File: src/rtl/pio_byte_seq.sv
module pio_byte_seq (
  input  logic        clk,
  input  logic        rst_n,
  input  logic [1:0]  reg_addr,
  input  logic        rd_stb,
  input  logic        wr_stb,
  input  logic [7:0]  wr_data,
  output logic [7:0]  rd_data,
  input  logic        init_busy,
  input  logic        fmt_stereo,
  input  logic        fmt_16bit,
  input  logic        adc_stb,
  input  logic [31:0] adc_sample,
  output logic [1:0]  cap_pos,
  input  logic        dac_take,
  output logic        dac_valid,
  output logic [31:0] dac_sample,
  output logic [2:0]  play_cnt
);
  localparam logic [1:0] PORT_ADDR = 2'd3;

  logic [31:0] cap_buf, play_buf;
  logic [1:0]  cap_ptr;
  logic [2:0]  pcnt, base;
  logic [2:0]  nbytes;
  logic [1:0]  last;
  logic        sel, rd_ok, wr_ok;
  logic [31:0] mask;

  assign nbytes = (fmt_16bit & fmt_stereo) ? 3'd4 : (fmt_16bit | fmt_stereo) ? 3'd2 : 3'd1;
  assign last   = 2'(nbytes - 3'd1);
  assign mask   = (nbytes == 3'd4) ? 32'hFFFF_FFFF : (nbytes == 3'd2) ? 32'h0000_FFFF : 32'h0000_00FF;

  assign sel    = (reg_addr == PORT_ADDR) && !init_busy;
  assign rd_ok  = sel && rd_stb;
  assign base   = dac_take ? 3'd0 : pcnt;
  assign wr_ok  = sel && wr_stb && (base < nbytes);

  assign rd_data    = init_busy ? 8'h80 : cap_buf[cap_ptr*8 +: 8];
  assign cap_pos    = cap_ptr;
  assign play_cnt   = pcnt;
  assign dac_sample = play_buf & mask;

  always_ff @(posedge clk) begin
    if (!rst_n) begin
      cap_buf <= '0;
      cap_ptr <= '0;
    end else if (adc_stb) begin
      cap_buf <= adc_sample;
      cap_ptr <= '0;
    end else if (rd_ok && cap_ptr < last) begin
      cap_ptr <= cap_ptr + 2'd1;
    end
  end

  always_ff @(posedge clk) begin
    if (!rst_n) begin
      play_buf  <= '0;
      pcnt      <= '0;
      dac_valid <= 1'b0;
    end else begin
      dac_valid <= wr_ok && (base + 3'd1 == nbytes);
      if (wr_ok) begin
        play_buf[base[1:0]*8 +: 8] <= wr_data;
        pcnt <= base + 3'd1;
      end else begin
        pcnt <= base;
      end
    end
  end


  cap_reload_chk: assert property (@(posedge clk) disable iff (!rst_n)
    adc_stb |=> (cap_pos == 2'd0 && rd_data == (init_busy ? 8'h80 : $past(adc_sample[7:0]))));


  cap_stick_chk: assert property (@(posedge clk) disable iff (!rst_n)
    (rd_stb && reg_addr == PORT_ADDR && cap_pos == last && !adc_stb) |=> $stable(cap_pos));


  init_lock_chk: assert property (@(posedge clk) disable iff (!rst_n)
    (init_busy && !dac_take) |=> ($stable(play_cnt) && !dac_valid));


  full_drop_chk: assert property (@(posedge clk) disable iff (!rst_n)
    (play_cnt == nbytes && !dac_take) |=> ($stable(play_cnt) && !dac_valid));


  take_clear_chk: assert property (@(posedge clk) disable iff (!rst_n)
    dac_take |=> (play_cnt <= 3'd1));


  other_addr_chk: assert property (@(posedge clk) disable iff (!rst_n)
    (reg_addr != PORT_ADDR && !adc_stb && !dac_take) |=> ($stable(cap_pos) && $stable(play_cnt)));
endmodule

File: config.mk
export PLATFORM = sky130hd
export DESIGN_NAME = pio_byte_seq
export DESIGN_NICKNAME = d
export VERILOG_FILES = /design/src/rtl/pio_byte_seq.sv
export SDC_FILE = /design/constraint.sdc
export NUM_CORES = 1
export LEC_CHECK = 0
export BUFFER_PORTS_ARGS = -buffer_cell sky130_fd_sc_hd__buf_4
export CAP_MARGIN = 25
export CORE_UTILIZATION = 40
export DETAILED_ROUTE_END_ITERATION = 8
export PLACE_DENSITY = 0.7
export SLEW_MARGIN = 20
export SYNTH_ARGS = -nofsm -noshare
export SYNTH_HDL_FRONTEND = slang
export SYNTH_SLANG_ARGS = --single-unit
File: constraint.sdc
create_clock -name clk -period 5.12 [get_ports clk]
set_input_delay 0.512 -clock clk [delete_from_list [all_inputs] [get_ports clk]]
set_output_delay 0.512 -clock clk [all_outputs]
set_load 0.02 [all_outputs]
==> flow_summary.ini <==
[setup_path]
start_kind = register
critPathBufInv = 1
crit_type = reg -> out
slowest_stage = dfxtp_1
cp_data_required_time_ns = 4.61
reg2reg_depth = 7
crit_family = flip-flops
r2r-end = play_buf[23]
worst_ep_arrival_time_ns = 2.06
critPathMaxFanout = 11
cp-end-kind = output pin
crit_path_cell_trace = mux4_2 > or2_2 > buf_4
startpoint = cap_pos[0]
r2r_setup_slack_ns = 2.88
slowest_delay_ns = 0.72
rr_startpoint = play_cnt[1]

[routing]
viasPerCell = 4.92
remaining_drc_errors = 0
ant_nets = 0
avgRoutedWirePerCell_um = 14.6
routed_wl_um = 8070
vias = 2727
drtIter0Drc = 151
drt_first_pass_iters = 4

[synthesis]
syn_inst = 363
yosysTopAreaCell = dfxtp_1
ys_seq_elements = 70
syn_avg_cell_area_um2 = 9.85
netlist_area_um2 = 3580
synth.most_common_cell = dfxtp_1
synth-async-reset-ratio_pct = 0
ys_seq_area_share_pct = 39.2
syn_nets = 420
synth_area_leaders = dfxtp_1, mux2i_1, nor2b_1
synthTopCellsByCount = dfxtp_1, mux2i_1, nor2b_1
ys_warn_count = 0
synth_top_area_share_pct = 39.2
synth_edf_count = 0
synth_cell_types = 44
ys.flop_type = dfxtp_1

[cts]
cts_buffers = 9
cts_tree = done
postCtsSetupBuffers = 0
htree_levels = 3
cts.path.max_buffers = 2
cts-root-buf = clkbuf_8
cts_hold_buf = 0
cts_sinks = 70
clk_latency_ns = 0.34
clkSlewWorstSetupHoldPaths_ns = 0.08
post_cts_resized = 0

[min_path]
hp-class = in -> reg
min-delay-start = adc_sample[9]
min_to = cap_buf[9]
holdPathStages = 3

[placement]
dp_hpwl_um = 5790
port_buffers = 96
place_congestion = 0.844

[status]
status = completed

[floorplan]
die_area_um2 = 9320
io_pins = 97
start_util_pct = 41.2
fp.dieH_um = 96.6
die_w_um = 96.6
core_um2 = 8680
num_rows = 34

[flow_run]
drv_cap = 0

[pwr]
ir_drop_mv = 0.150
p_leak_nw = 2.04
power_density_nw_per_um2 = 268

[grt]
grt_antenna_before_repair = 0
grt_pass1_vias = 2613
grt_max_degree = 105
grt_overflow = 0
grt.total_usage_pct = 17.9
grt_pass1_wl_um = 12700

[timing]
fin_crit_ns = 2.57
setup_tns_ns = 0
timing.final.max_slew_violations = 0
hold_viol_final = 0
fin_crit_sh_pct = 50.2
max_clock_freq_ghz = 0.389
fin_worst_skew_ns = 0.00729
setup_viol = 0
slew_headroom_pct = 40.1
whs_ns = 0.419
rsz0062_at_grt = no
worstMarginPinSlew_ns = 0.898

[final_layout]
fill_cells = 832
fin_nets = 498
syn2layout_area_growth_pct = 26.0
layout-drive-gt1-share_pct = 31.2
num_antenna_cells = 0
registers in the layout (all words and copies together) (netlist names):
signal and cells:
play_cnt 3, cap_buf 32, cap_pos 2, play_buf 32
dac_valid 1
through the flow:
| stage | cells | utilization, % | cell area (um2) | setup WS [ns] | power (mW) |
|---|---|---|---|---|---|
| floorplan | 363 | - | 3580 | 3.07 | 0.658 |
| global placement | 538 | 49.3 | 4280 | 2.78 | 0.710 |
| detailed placement | 538 | 49.3 | 4280 | 2.74 | 0.713 |
| CTS | 554 | 51.9 | 4510 | 2.48 | 1.22 |
| global route | 554 | 51.9 | 4510 | 2.42 | 1.26 |
| finish | 554 | 51.9 | 4510 | 2.55 | 1.21 |
cell type report:
type,instances,area (um2),area share (%)
clock buffers,10,138,3.05
multi-input cells,257,1990,44.2
inverters,7,26.3,0.583
repair buffers,96,721,16.0
flip-flops and latches,70,1400,31.1
well taps,108,135,3.00
clock inverters,6,92.6,2.05
kinds of logic (layout without fill, tap and decap cells):
kind of cell             after synthesis  in the layout  synth area share (%)
buffers and inverters                 36            119                  5.11
flip-flops                            70             70                  39.2
AO/OA/AOI/OAI                         14             14                  3.64
XOR/XNOR                               4              4                 0.979
multiplexers                          70             70                  22.4
AND/OR/NAND/NOR                      163            163                  26.6
adder cells (fa/ha/maj)                6              6                  2.10
power by group:
group	leakage (nW)	switching (mW)	internal [mW]
logic	1.36	0.0652	0.0650
registers	0.571	0.00921	0.561
clock network	0.110	0.217	0.291
per-layer routing:
| layer | routed length, um | GRT usage, % | vias up |
|---|---|---|---|
| met5 | 0 | 0 | - |
| met4 | 95 | 5.51 | 0 |
| met3 | 280 | 3.76 | 10 |
| met2 | 3760 | 28.3 | 48 |
| met1 | 3930 | 24.3 | 1281 |
| li1 | - | - | 1388 |
tightest hold or removal path, cell delays in order:
cell     delay (ns)
buf_4          0.07
mux2i_1        0.05
nor2b_1        0.09
how the worst max path moves through the flow:
| stage | endpoint | slack (ns) | cells past startpoint |
|---|---|---|---|
| 4_1_cts | rd_data[7] | 2.48 | 3 |
| 2_1_floorplan | rd_data[7] | 3.07 | 3 |
| 6_report | rd_data[7] | 2.55 | 3 |
| 3_5_place_dp | play_buf[15] | 2.74 | 8 |
| 5_1_grt | rd_data[7] | 2.42 | 3 |
| 3_3_place_gp | play_buf[23] | 2.78 | 8 |
cells in the final DEF (no fill, tap or decap), types with 8 or more instances in the layout:
cell type / instances
clkbuf_8: 10
nand2_1: 43
dfxtp_1: 70
nand3_1: 26
and2_1: 16
buf_4: 96
mux2i_1: 62
nor2b_1: 48
mux4_2: 8
Note: power is estimated with default switching activity, not from simulation.
